### src/rtl/nsw_pkg.sv
package nsw_pkg;
    localparam int EXC_W  = 6;
    localparam int TOP_W  = 3;
    localparam int CC_W   = 4;
    localparam int WORD_W = 16;

    // Bit positions the rest of the unit decodes
    localparam int SF_BIT  = EXC_W;
    localparam int ES_BIT  = 7;
    localparam int C0_BIT  = 8;
    localparam int C1_BIT  = 9;
    localparam int C2_BIT  = 10;
    localparam int TOP_LSB = 11;
    localparam int TOP_MSB = TOP_LSB + TOP_W - 1;
    localparam int C3_BIT  = 14;
    localparam int B_BIT   = 15;

    typedef enum logic [1:0] {
        OP_IDLE   = 2'd0,
        OP_UPDATE = 2'd1,
        OP_CLEAR  = 2'd2,
        OP_LOAD   = 2'd3
    } nsw_op_e;
endpackage

### src/rtl/nsw_cmd_sel.sv
module nsw_cmd_sel
    import nsw_pkg::*;
(
    input  logic    load_en,
    input  logic    clear_en,
    input  logic    any_update,
    output nsw_op_e op
);
    always_comb begin
        if (load_en)
            op = OP_LOAD;
        else if (clear_en)
            op = OP_CLEAR;
        else if (any_update)
            op = OP_UPDATE;
        else
            op = OP_IDLE;
    end

    always_comb begin
        assert_load_wins_R10: assert (!load_en || op == OP_LOAD);
    end
endmodule

### src/rtl/nsw_flag_reg.sv
module nsw_flag_reg
    import nsw_pkg::*;
#(
    parameter int NUM_EXC = EXC_W
) (
    input  logic               clk,
    input  logic               rst_n,
    input  nsw_op_e            op,
    input  logic [NUM_EXC-1:0] exc_report,
    input  logic               sf_report,
    input  logic [NUM_EXC-1:0] load_flags,
    input  logic               load_sf,
    output logic [NUM_EXC-1:0] flags,
    output logic               sf
);
    logic [NUM_EXC-1:0] flags_nx;
    logic               sf_nx;

    always_comb begin
        flags_nx = flags;
        sf_nx    = sf;
        unique case (op)
            OP_LOAD: begin
                flags_nx = load_flags;
                sf_nx    = load_sf;
            end
            OP_CLEAR: begin
                flags_nx = '0;
                sf_nx    = 1'b0;
            end
            OP_UPDATE: begin
                flags_nx = flags | exc_report;
                sf_nx    = sf | sf_report;
            end
            OP_IDLE: begin
            end
        endcase
    end

    always_ff @(posedge clk or negedge rst_n) begin
        if (!rst_n) begin
            flags <= '0;
            sf    <= 1'b0;
        end else begin
            flags <= flags_nx;
            sf    <= sf_nx;
        end
    end

    assert_flags_sticky_R2: assert property (@(posedge clk) disable iff (!rst_n)
        (op == OP_UPDATE || op == OP_IDLE) |=> ((flags & $past(flags)) == $past(flags)));
    assert_report_lands_R2: assert property (@(posedge clk) disable iff (!rst_n)
        (op == OP_UPDATE) |=> ((flags & $past(exc_report)) == $past(exc_report)));
    assert_clear_zeroes_R11: assert property (@(posedge clk) disable iff (!rst_n)
        (op == OP_CLEAR) |=> (flags == '0 && !sf));
    assert_sf_sticky_R8: assert property (@(posedge clk) disable iff (!rst_n)
        (op == OP_UPDATE && sf_report) |=> sf);
endmodule

### src/rtl/nsw_field_reg.sv
module nsw_field_reg
    import nsw_pkg::*;
#(
    parameter int NUM_CC = CC_W,
    parameter int PTR_W  = TOP_W
) (
    input  logic              clk,
    input  logic              rst_n,
    input  nsw_op_e           op,
    input  logic              cc_wr_en,
    input  logic [NUM_CC-1:0] cc_in,
    input  logic              sf_report,
    input  logic              sf_overflow,
    input  logic              top_wr_en,
    input  logic [PTR_W-1:0]  top_in,
    input  logic [NUM_CC-1:0] load_cc,
    input  logic [PTR_W-1:0]  load_top,
    output logic [NUM_CC-1:0] cc,
    output logic [PTR_W-1:0]  top
);
    localparam int DIR_IDX = 1;   // C1 carries stack-fault direction

    logic [NUM_CC-1:0] cc_nx;
    logic [PTR_W-1:0]  top_nx;

    always_comb begin
        cc_nx  = cc;
        top_nx = top;
        unique case (op)
            OP_LOAD: begin
                cc_nx  = load_cc;
                top_nx = load_top;
            end
            OP_UPDATE: begin
                if (cc_wr_en)
                    cc_nx = cc_in;
                if (sf_report)
                    cc_nx[DIR_IDX] = sf_overflow;
                if (top_wr_en)
                    top_nx = top_in;
            end
            OP_CLEAR, OP_IDLE: begin
            end
        endcase
    end

    always_ff @(posedge clk or negedge rst_n) begin
        if (!rst_n) begin
            cc  <= '0;
            top <= '0;
        end else begin
            cc  <= cc_nx;
            top <= top_nx;
        end
    end

    assert_top_write_R7: assert property (@(posedge clk) disable iff (!rst_n)
        (op == OP_UPDATE && top_wr_en) |=> (top == $past(top_in)));
    assert_sf_dir_R8: assert property (@(posedge clk) disable iff (!rst_n)
        (op == OP_UPDATE && sf_report) |=> (cc[DIR_IDX] == $past(sf_overflow)));
    assert_clear_keeps_fields_R11: assert property (@(posedge clk) disable iff (!rst_n)
        (op == OP_CLEAR) |=> ($stable(cc) && $stable(top)));
    assert_idle_hold_R12: assert property (@(posedge clk) disable iff (!rst_n)
        (op == OP_IDLE) |=> ($stable(cc) && $stable(top)));
endmodule

### src/rtl/nsw_summary.sv
module nsw_summary #(
    parameter int NUM_EXC = 6
) (
    input  logic [NUM_EXC-1:0] flags,
    input  logic [NUM_EXC-1:0] mask,
    output logic               es
);
    logic [NUM_EXC-1:0] live;

    for (genvar i = 0; i < NUM_EXC; i++) begin : g_live
        assign live[i] = flags[i] & ~mask[i];
    end

    assign es = |live;

    always_comb begin
        assert_es_needs_flag_R3: assert (!es || (flags != '0));
    end
endmodule

### src/rtl/nsw_status_unit.sv
module nsw_status_unit
    import nsw_pkg::*;
(
    input  logic                clk,
    input  logic                rst_n,
    input  logic [EXC_W-1:0]    exc_report,
    input  logic                sf_report,
    input  logic                sf_overflow,
    input  logic                cc_wr_en,
    input  logic [CC_W-1:0]     cc_in,
    input  logic                top_wr_en,
    input  logic [TOP_W-1:0]    top_in,
    input  logic                clear_en,
    input  logic                load_en,
    input  logic [WORD_W-1:0]   load_word,
    input  logic [EXC_W-1:0]    exc_mask,
    output logic [WORD_W-1:0]   status_word,
    output logic                error_out
);
    nsw_op_e          op;
    logic             any_update;
    logic [EXC_W-1:0] flags;
    logic             sf;
    logic [CC_W-1:0]  cc;
    logic [TOP_W-1:0] top;
    logic             es;
    logic [CC_W-1:0]  load_cc;
    logic             unused_load_summary;

    assign any_update = (|exc_report) | sf_report | cc_wr_en | top_wr_en;
    assign load_cc = {load_word[C3_BIT], load_word[C2_BIT],
                      load_word[C1_BIT], load_word[C0_BIT]};
    // Restored summary bits are discarded; they are recomputed below
    assign unused_load_summary = load_word[ES_BIT] ^ load_word[B_BIT];

    nsw_cmd_sel u_sel (
        .load_en    (load_en),
        .clear_en   (clear_en),
        .any_update (any_update),
        .op         (op)
    );

    nsw_flag_reg #(.NUM_EXC(EXC_W)) u_flags (
        .clk        (clk),
        .rst_n      (rst_n),
        .op         (op),
        .exc_report (exc_report),
        .sf_report  (sf_report),
        .load_flags (load_word[EXC_W-1:0]),
        .load_sf    (load_word[SF_BIT]),
        .flags      (flags),
        .sf         (sf)
    );

    nsw_field_reg #(.NUM_CC(CC_W), .PTR_W(TOP_W)) u_fields (
        .clk         (clk),
        .rst_n       (rst_n),
        .op          (op),
        .cc_wr_en    (cc_wr_en),
        .cc_in       (cc_in),
        .sf_report   (sf_report),
        .sf_overflow (sf_overflow),
        .top_wr_en   (top_wr_en),
        .top_in      (top_in),
        .load_cc     (load_cc),
        .load_top    (load_word[TOP_MSB:TOP_LSB]),
        .cc          (cc),
        .top         (top)
    );

    nsw_summary #(.NUM_EXC(EXC_W)) u_sum (
        .flags (flags),
        .mask  (exc_mask),
        .es    (es)
    );

    always_comb begin
        status_word                   = '0;
        status_word[EXC_W-1:0]        = flags;
        status_word[SF_BIT]           = sf;
        status_word[ES_BIT]           = es;
        status_word[C0_BIT]           = cc[0];
        status_word[C1_BIT]           = cc[1];
        status_word[C2_BIT]           = cc[2];
        status_word[TOP_MSB:TOP_LSB]  = top;
        status_word[C3_BIT]           = cc[3];
        status_word[B_BIT]            = es;
    end

    assign error_out = es;

    assert_error_follows_mask_R4: assert property (@(posedge clk) disable iff (!rst_n)
        error_out == (|(status_word[EXC_W-1:0] & ~exc_mask)));
    assert_load_fields_R9: assert property (@(posedge clk) disable iff (!rst_n)
        load_en |=> (status_word[14:8] == $past(load_word[14:8]) &&
                     status_word[6:0]  == $past(load_word[6:0])));
    assert_cc_write_R6: assert property (@(posedge clk) disable iff (!rst_n)
        (!load_en && !clear_en && cc_wr_en && !sf_report) |=>
        ({status_word[C3_BIT], status_word[C2_BIT], status_word[C1_BIT],
          status_word[C0_BIT]} == $past(cc_in)));
endmodule

### config.mk
export PLATFORM = sky130hd
export DESIGN_NAME = nsw_status_unit
export DESIGN_NICKNAME = d
export VERILOG_FILES = /design/src/rtl/nsw_pkg.sv /design/src/rtl/nsw_cmd_sel.sv /design/src/rtl/nsw_flag_reg.sv /design/src/rtl/nsw_field_reg.sv /design/src/rtl/nsw_summary.sv /design/src/rtl/nsw_status_unit.sv
export SDC_FILE = /design/constraint.sdc
export NUM_CORES = 1
export LEC_CHECK = 0
export BUFFER_PORTS_ARGS = -buffer_cell sky130_fd_sc_hd__buf_4
export CAP_MARGIN = 20
export CORE_UTILIZATION = 46
export CTS_BUF_LIST = sky130_fd_sc_hd__clkbuf_8
export CTS_CLUSTER_DIAMETER = 60
export DETAILED_ROUTE_END_ITERATION = 12
export PLACE_DENSITY = 0.87
export SLEW_MARGIN = 20
export SYNTH_ARGS = -nofsm -noshare
export SYNTH_HDL_FRONTEND = slang
export SYNTH_SLANG_ARGS = --single-unit
### constraint.sdc
create_clock -name clk -period 1.81 [get_ports clk]
set_input_delay 0.181 -clock clk [delete_from_list [all_inputs] [get_ports clk]]
set_output_delay 0.181 -clock clk [all_outputs]
set_load 0.005 [all_outputs]
== Word-level counts from Yosys, hierarchy flattened ==
Cells that the tools add are included.

* Register bits: 14
* Input bits: 43
* Output and inout bits: 17

* Equality and inequality tests: 6
* Multiplexer cells: 10
* Bitwise gates (word level): 17
* Reductions and logical operators: 7

{| class="wikitable"
|+ Operator list
! cell !! count
|-
| one-hot mux 6 bit (3 select lines) || 1
|-
| OR reduction 6 bit || 2
|-
| one-hot mux 4 bit (2 select lines) || 1
|-
| bitwise AND 1 bit || 6
|-
| inverter 1 bit || 6
|-
| OR 6 bit || 1
|-
| one-hot mux 3 bit (2 select lines) || 1
|-
| AND reduction 2 bit || 3
|-
| == test 2 bit (second input constant) || 2
|-
| two-way mux 2 bit || 2
|-
| two-way mux 4 bit || 1
|-
| inequality test 2 bit (second input constant) || 2
|-
| OR 1 bit || 4
|-
| two-way mux 3 bit || 1
|-
| inequality test 3 bit (second input constant) || 1
|-
| one-hot mux 1 bit (3 select lines) || 1
|-
| nonzero test 3 bit || 1
|-
| == test 2 x 1 -> 1 bit (second input constant) || 1
|-
| two-way mux 1 bit || 2
|-
| nonzero test 2 bit || 1
|}

== Depth between registers and ports, before layout ==
Gate-level depths: netlist (run 1).

* Depth after elaboration: 10
* Gate-level depth with buffers: 10

== Cells and area by module ==
A second synthesis (run 1) with hierarchy kept.

* Cells, all modules: 93
* Area total of the unflattened synthesis: 819.5 um^2

{| class="wikitable"
|+ By module, submodules not included
! module !! times used !! cells an instance !! area an instance (um^2) !! seq. area each (um^2)
|-
| nsw_flag_reg || 1 || 38 || 365.4 || 175.2
|-
| nsw_field_reg || 1 || 35 || 346.6 || 175.2
|-
| nsw_summary || 1 || 10 || 47.5 || 0.0
|-
| nsw_status_unit || 1 || 7 || 42.5 || 0.0
|-
| nsw_cmd_sel || 1 || 3 || 17.5 || 0.0
|}

== Worst setup path before layout (run 1) ==
OpenSTA, ideal clock, no wires.

* Kind: input -> register
* Start: input port cc_wr_en
* End: register u_flags.flags[0]
* Library setup time: 124 ps
* Data arrival time: 1561 ps
* Required time: 1686 ps
* Path slack: 126 ps
* Cell stages on the path: 10
* Path through: buf_2 -> nor3_1 -> a31oi_1 -> nor2_1 -> ha_1 -> buf_6 -> or2_1 -> buf_6 -> o22ai_1 -> a21oi_1

* Longest elaborated chain between the ends: 7
* Elaborated cells on any way between the ends: 10
* Classes of those cells: eq/ne (3); mux (4); bitwise (2); reduce/logical (1)

{| class="wikitable"
|+ RTL lines
! what !! RTL line !! RTL
|-
| from (decl) || nsw_status_unit.sv:9 || <nowiki>input logic cc_wr_en,</nowiki>
|-
| OR 1 bit * (2 in a row) || nsw_status_unit.sv:30 || <nowiki>assign any_update = (|exc_report) | sf_report | cc_wr_en | top_wr_en;</nowiki>
|-
| two-way mux 1 bit * || nsw_cmd_sel.sv:14 || <nowiki>else if (any_update)</nowiki>
|-
| two-way mux 2 bit * || nsw_cmd_sel.sv:12 || <nowiki>else if (clear_en)</nowiki>
|-
| two-way mux 2 bit * || nsw_cmd_sel.sv:10 || <nowiki>if (load_en)</nowiki>
|-
| == test 2 x 1 -> 1 bit / == test 2 bit (equally long branches) || nsw_flag_reg.sv:22 || <nowiki>unique case (op)</nowiki>
|-
| one-hot mux 6 bit (3 select lines) / nonzero test 3 bit (equally long branches) || n/a ||
|-
| to (signal assigned) || nsw_flag_reg.sv:45 || <nowiki>flags <= flags_nx;</nowiki>
|-
| to (decl) || nsw_flag_reg.sv:13 || <nowiki>output logic [NUM_EXC-1:0] flags,</nowiki>
|}

Every way passes the cells marked *; elsewhere a longest branch is shown, timed or not.
A chain may end at the register's enable or synchronous reset.

== Worst setup path in the final report (run 1) ==
* Start: input port exc_report[0]
* End: register u_flags.flags[5]

* Longest elaborated chain between the ends: 9
* Elaborated cells on any way between the ends: 12
* Classes of those cells: eq/ne (3); mux (4); bitwise (3); reduce/logical (2)

{| class="wikitable"
|+ RTL lines
! what !! RTL line !! RTL
|-
| from (decl) || nsw_status_unit.sv:6 || <nowiki>input logic [EXC_W-1:0] exc_report,</nowiki>
|-
| OR reduction 6 bit * || nsw_status_unit.sv:30 ||
|-
| OR 1 bit * (3 in a row) || nsw_status_unit.sv:30 ||
|-
| two-way mux 1 bit * || nsw_cmd_sel.sv:14 ||
|-
| two-way mux 2 bit * || nsw_cmd_sel.sv:12 ||
|-
| two-way mux 2 bit * || nsw_cmd_sel.sv:10 ||
|-
| == test 2 x 1 -> 1 bit / == test 2 bit (equally long branches) || nsw_flag_reg.sv:22 ||
|-
| one-hot mux 6 bit (3 select lines) / nonzero test 3 bit (equally long branches) || n/a ||
|}

Marked as above.

==> reports/qor.txt, run 1 <==
Drt drc: 0
Via density: 5.228
CP required: 1.93 ns
Area grow syn2layout: 54.87%
Dpl hpwl: 1.830 mm
Setup crit start kind: input pin
N_diodes: 0
Yosys cell types: 20
Root Buffer: clkbuf_8
Fmax: 601.8 MHz
Gr usage total: 23.93%
Fin nets: 202
Final worst-path cycle share: 91.81%
GR peak layer: met2
CTS tree: built
Reg area: 350.3 µm²
Yosys top cell area share: 39.49%
Filler Cells Inserted: 146
Congestion Overflow GR: 0
Area contributors post-synth: dfrtp_1 (39%), mux2i_1 (9.0%), a21oi_1 (7.9%), o22ai_1 (7.1%), a211oi_1 (5.9%)
Worst Tran Pin Value: 0.4699 ns
Cells after synthesis: 98
P_leak: 0.6826 nW
Final WL: 2.336 mm
Via count: 941
I/O pin total: 60
Power Total: 1.016 mW
Initial Util: 50.28%
Initial detailed-routing violation count: 11
Vias in the first global route: 880
Syn_nets: 144
Port bufs: 57
Max VDD drop: 0.5042 mV
Multi-input logic area: 442.9 µm²
Met2 global-route usage: 42.54%
Slew Limit Fails: 0
Final Hold Viols: 0
Met1 usage: 29.00%
Die width: 45.92 µm
Drt wl/cell: 12.98 µm
CTS buffer count: 3
Clk Latency, worst-skew pair: 0.24 ns
First-pass DRT Iterations: 3
FF+latch count, synth: 14
Die span in y: 45.92 µm
Ys Warns: 0
Post-cts repair resize count: 0
Cell taking the most area after synthesis: dfrtp_1
GPL Wtd Cong: 0.7839
H-tree depth: 1
Clock Pin Slew Worst Setup and Hold Paths: 0.06 ns
First-pass GRT wire length: 3.594 mm
Die area: 2108 µm²
Layout cells sized above 1: 41.94%
Core footprint: 1764 µm²
Critical path class: input pin to flip-flop
RSZ-0062 raised after global routing: false
Pin count of the biggest net entering global routing: 16
M3 GR Usage: 4.365%
Final setup fails: 0
Mapped Area: 887.1 µm²
Clock Sinks: 14
Worst Hold Class: input pin to flip-flop
Number of max-cap violations: 0
Setup TNS: 0 ns
Routed Antenna Nets: 0
Status: finished, final reports clean
Clock skew: 0 ns
Worst endpoint data arrival time: 1.78 ns
Pwr Density: 739.8 nW/µm²
Synth Area per Inst: 9.052 µm²
Worst Path Max Fanout: 6
Initial antenna violation count: 0
Slew headroom: 68.67%
Crit end category: flip-flop
Register area share after synthesis: 39.49%
Row count: 15
Period minus WS final: 1.662 ns
CTS max path bufs: 2
[power breakdown]
part | internal, mW | leakage, nW | switching (mW)
combinational | 0.192 | 0.488 | 0.125
sequential | 0.358 | 0.165 | 0.0391
clock | 0.192 | 0.0288 | 0.109
[sequential cells by signal, summed over array words and instances (netlist names)]
| name | cells |
|---|---|
| u_flags.flags | 6 |
| u_flags.sf | 1 |
| u_fields.cc | 4 |
| u_fields.top | 3 |
[placed cells by master, fill, tap and decap left out]
cell type	instances
nor2_1	3
dfrtp_1	14
nor3_1	1
nor4_1	1
a211oi_1	7
ha_1	3
o22ai_1	10
o21ai_0	7
or2_1	2
inv_1	9
a21oi_1	14
dlygate4sd3_1	1
nor2b_1	7
clkbuf_8	4
or2b_1	1
or2_2	1
or3_1	1
mux2i_1	8
a31oi_1	1
buf_4	60
[area by class of cell]
| cell class | count | area share [%] |
|---|---|---|
| timing repair buffer | 61 | 33.52 |
| inverter | 9 | 2.459 |
| sequential | 14 | 25.50 |
| multi-input combinational | 67 | 32.24 |
| tap | 25 | 2.277 |
| clock buffer | 4 | 4.007 |
[path summary, 6_finish.rpt]
path / to / cells past startpoint / slack (ns) / from
setup / recovery: u_flags.flags[5]$_DFFE_PN0P_ / 8 / 0.15 / exc_report[0]
hold / removal: u_flags.flags[1]$_DFFE_PN0P_ / 3 / 0.21 / load_word[1]
setup reg to reg: u_fields.cc[1]$_DFFE_PN0P_ / 3 / 0.82 / u_fields.cc[1]$_DFFE_PN0P_
hold reg to reg: u_flags.flags[2]$_DFFE_PN0P_ / 2 / 0.59 / u_flags.flags[2]$_DFFE_PN0P_
max in group asynchronous: u_fields.cc[0]$_DFFE_PN0P_ / 2 / 1.31 / rst_n
min in group asynchronous: u_flags.flags[5]$_DFFE_PN0P_ / 2 / 0.34 / rst_n
[layer usage]
layer  wire length, µm  part of all wire (%)
met3               211                   9.0
met2              1137                    49
met1               981                    42
met5                 0                     0
met4                 5                  0.21
[timing repair]
item / 4_1_cts / 5_1_grt
endpoints found under the hold margin: 14 / 0
hold buffers: 1 / 0
buffers inserted: 0 / 0
[critical path, stage by stage]
cell,delay (ns)
buf_4,0.11
nor4_1,0.32
a31oi_1,0.16
or2_1,0.25
ha_1,0.21
or2_2,0.35
o21ai_0,0.10
a21oi_1,0.09
[cells by family after synthesis]
kind of cell | count (synthesis) | synth area share [%]
adder cells (fa/ha/maj) | 3 | 4.232
buffers and inverters | 17 | 10.58
AND/OR/NAND/NOR | 17 | 11.14
flip-flops | 14 | 39.49
AO/OA/AOI/OAI | 39 | 25.53
multiplexers | 8 | 9.027
[Yosys cell counts]
cell,instances
a211oi_1,7
a21oi_1,14
a31oi_1,1
buf_2,3
buf_4,3
buf_6,2
dfrtp_1,14
ha_1,3
inv_1,9
mux2i_1,8
nor2_1,3
nor2b_1,7
nor3_1,1
nor4_1,1
o21ai_0,7
o22ai_1,10
or2_1,2
or2_2,1
or2b_1,1
or3_1,1
[per-stage QoR]
stage	cell area [µm²]	util, %	setup slack [ns]	hold slack [ns]	instances
floorplan	887.1	-	0.1257	-0.1146	98
global placement	1309	74.18	-0.07230	0.04003	175
detailed placement	1309	74.18	-0.1360	0.03926	175
CTS	1374	77.87	0.1319	0.2127	180
global route	1374	77.87	0.02829	0.2277	180
finish	1374	77.87	0.1482	0.2115	180
Note: power is estimated with default switching activity, not from simulation.
==> run 2: changes to the inputs <==
--- a/config.mk
+++ b/config.mk
@@ -7,11 +7,11 @@
 export LEC_CHECK = 0
 export BUFFER_PORTS_ARGS = -buffer_cell sky130_fd_sc_hd__buf_4
 export CAP_MARGIN = 20
-export CORE_UTILIZATION = 46
+export CORE_UTILIZATION = 38
 export CTS_BUF_LIST = sky130_fd_sc_hd__clkbuf_8
 export CTS_CLUSTER_DIAMETER = 60
 export DETAILED_ROUTE_END_ITERATION = 12
-export PLACE_DENSITY = 0.87
+export PLACE_DENSITY = 0.77
 export SLEW_MARGIN = 20
 export SYNTH_ARGS = -nofsm -noshare
 export SYNTH_HDL_FRONTEND = slang
==> constraint.sdc (replaced) <==
create_clock -name clk -period 1.5 [get_ports clk]
set_input_delay 0.15 -clock clk [delete_from_list [all_inputs] [get_ports clk]]
set_output_delay 0.15 -clock clk [all_outputs]
set_load 0.005 [all_outputs]
==> run 2 against run 1 <==
  * Power grew 18%
  * Clock-buffer cell count shrank 1
  * Final cell count grew 3.9%
  * Critical path depth shrank 4
  * Sequential share of layout area shrank 1.3 points
  * Routed wire length grew 0.98%
  * Die area grew 20%
  * Critical endpoint is now error_out
  * Largest cell class unchanged
==> reports/qor.txt, run 2 (same netlist as run 1, synthesis figures left out) <==
Status: finished, final reports clean (unchanged)
Peak per-stage delay on the critical path: 0.41 ns (was 0.35 ns)
WP buf/inv: 2 (was 1)
Setup crit start kind: flip-flop (was input pin)
Row count: 17 (was 15)
Worst Tran Pin Value: 0.2563 ns (was 0.4699 ns)
Fmax: 684.5 MHz
RR Startpoint: u_fields.cc[1]$_DFFE_PN0P_ (unchanged)
Final setup fails: 0 (unchanged)
Placed insts: 181 (was 175)
CTS tree: built (unchanged)
Most frequent cells in the layout: buf_4 (65), a21oi_1 (14), dfrtp_1 (14), inv_1 (9), o22ai_1 (9) (was buf_4 (60), a21oi_1 (14), dfrtp_1 (14), o22ai_1 (10), inv_1 (9))
Initial Util: 40.10% (was 50.28%)
Gr usage total: 19.33% (was 23.93%)
CTS max path bufs: 2 (unchanged)
RSZ-0062 raised after global routing: true (was false)
Final WL: 2.359 mm (was 2.336 mm)
Worst Hold Class: input pin to flip-flop (unchanged)
Reg with most FFs: u_flags.flags (unchanged)
Final Non-Filler Cells: 187 (was 180)
Hold path start: load_word[8] (was load_word[1])
Area grow syn2layout: 63.19% (was 54.87%)
Pwr Density: 829.8 nW/µm² (was 739.8 nW/µm²)
Die area: 2532 µm² (was 2108 µm²)
Final worst-path cycle share: 97.39%
Layout cells sized above 1: 48.43% (was 41.94%)
Number of max-cap violations: 0 (unchanged)
GPL Wtd Cong: 0.7685 (was 0.7839)
N_diodes: 0 (unchanged)
Initial detailed-routing violation count: 7 (was 11)
Dpl hpwl: 1.874 mm (was 1.830 mm)
H-tree depth: 1 (unchanged)
Clock Pin Slew Worst Setup and Hold Paths: 0.06 ns (about the same)
Via density: 5.102 (was 5.228)
Worst-path cell chain: inv_1 > o22ai_1 > or3_4 > buf_4 (was buf_4 > nor4_1 > a31oi_1 > or2_1 > ha_1 > or2_2 > o21ai_0 > a21oi_1)
Worst hold slack: 0.1769 ns (was 0.2115 ns)
Slew Limit Fails: 0 (unchanged)
Max VDD drop: 0.6209 mV (was 0.5042 mV)
Port bufs: 57 (unchanged)
Drt wl/cell: 12.61 µm (was 12.98 µm)
Final Hold Viols: 0 (unchanged)
Worst endpoint data arrival time: 1.31 ns (was 1.78 ns)
Congestion Overflow GR: 0 (unchanged)
Fin nets: 207 (was 202)
Critical path class: flip-flop to output port (was input pin to flip-flop)
I/O pin total: 60 (unchanged)
First-pass DRT Iterations: 4 (was 3)
Vias in the first global route: 865 (was 880)
Pin count of the biggest net entering global routing: 16 (unchanged)
Slew headroom: 82.91% (was 68.67%)
Clock skew: 0 ns (unchanged)
Worst Path Max Fanout: 4 (was 6)
Worst R2R Setup Slack: 0.55 ns (was 0.82 ns)
Setup TNS: 0 ns (unchanged)
Drt drc: 0 (unchanged)
Hold EP: u_fields.cc[0]$_DFFE_PN0P_ (was u_flags.flags[1]$_DFFE_PN0P_)
Finished layout cell area: 1448 µm² (was 1374 µm²)
First-pass GRT wire length: 3.732 mm (was 3.594 mm)
P_leak: 0.7058 nW (was 0.6826 nW)
Clock Sinks: 14 (unchanged)
Clk Latency, worst-skew pair: 0.24 ns (about the same)
CP required: 1.35 ns (was 1.93 ns)
Period minus WS final: 1.461 ns
Die span in y: 50.32 µm (was 45.92 µm)
Most common cell after layout, fill and taps aside: buf_4 (unchanged)
Hold path depth: 3 (unchanged)
Core footprint: 2212 µm² (was 1764 µm²)
Area post-placement: 1360 µm² (was 1309 µm²)
Crit end category: output port (was flip-flop)
Die width: 50.32 µm (was 45.92 µm)
Max reg flops: 6 (unchanged)
R2R Path End: u_fields.cc[1]$_DFFE_PN0P_ (unchanged)
Via count: 954 (was 941)
Initial antenna violation count: 0 (unchanged)
Slowest-stage cell, CP: dfrtp_1 (was or2_2)
Root Buffer: clkbuf_8 (unchanged)
Kind of cell adding the most delay to the critical path: flip-flops (was simple AND/OR/NAND/NOR gates)
Largest regs: u_flags.flags (6), u_fields.cc (4), u_fields.top (3) (unchanged)
R2R cell count: 3 (unchanged)
Routed Antenna Nets: 0 (unchanged)
CTS buffer count: 3 (unchanged)
[run 2: tightest hold or removal path, stage by stage]
cell	delay, ns
buf_4	0.08
a211oi_1	0.05
a21oi_1	0.10
[run 2: timing repair]
action,CTS,global route
pin swaps,1,1
buffers inserted,0,2
hold buffers,1,0
endpoints found under the hold margin,14,0
setup endpoints to repair,3,11
gates cloned,0,0
gates resized for setup,1,4
[run 2: worst max-delay path by stage]
stage	to	cells past startpoint	startpoint
after floorplan	u_flags.flags[0]$_DFFE_PN0P_	9	exc_report[0]
after global placement	u_flags.sf$_DFFE_PN0P_	8	exc_report[0]
after detailed placement	u_flags.flags[4]$_DFFE_PN0P_	8	exc_report[0]
after CTS	error_out	4	u_flags.flags[2]$_DFFE_PN0P_
after global routing	u_fields.top[1]$_DFFE_PN0P_	8	exc_report[0]
final	error_out	4	u_flags.flags[4]$_DFFE_PN0P_
[run 2: where the power goes]
part | switching (mW) | internal [mW]
logic | 0.163 | 0.260
clock network | 0.124 | 0.177
registers | 0.0443 | 0.432
total | 0.332 | 0.869
[run 2: through the flow]
stage          worst slack (ns)  util [%]  total power, mW
2_1_floorplan          -0.06632         -           0.6662
3_3_place_gp            -0.2023     61.48           0.8663
3_5_place_dp            -0.2670     61.48           0.8794
4_1_cts                0.002590     63.91            1.192
5_1_grt                -0.02792     65.44            1.277
6_report                0.03911     65.44            1.201
[run 2: area by class of cell]
cell class                 instances  area (µm²)
fill                             197       764.5
timing repair buffer              66       498.0
multi-input combinational         67       489.2
sequential                        14       350.3
clock buffer                       3       41.29
tap                               28       35.03
inverter                           9       33.78
[run 2: per-layer routing]
metal | share of wire, % | global-route usage, % | up-vias
met5 | 0 | 0 | -
met4 | 0.30 | 4.167 | 0
met3 | 8.5 | 4.545 | 2
met2 | 49 | 35.78 | 50
met1 | 42 | 22.33 | 425
li1 | - | - | 477
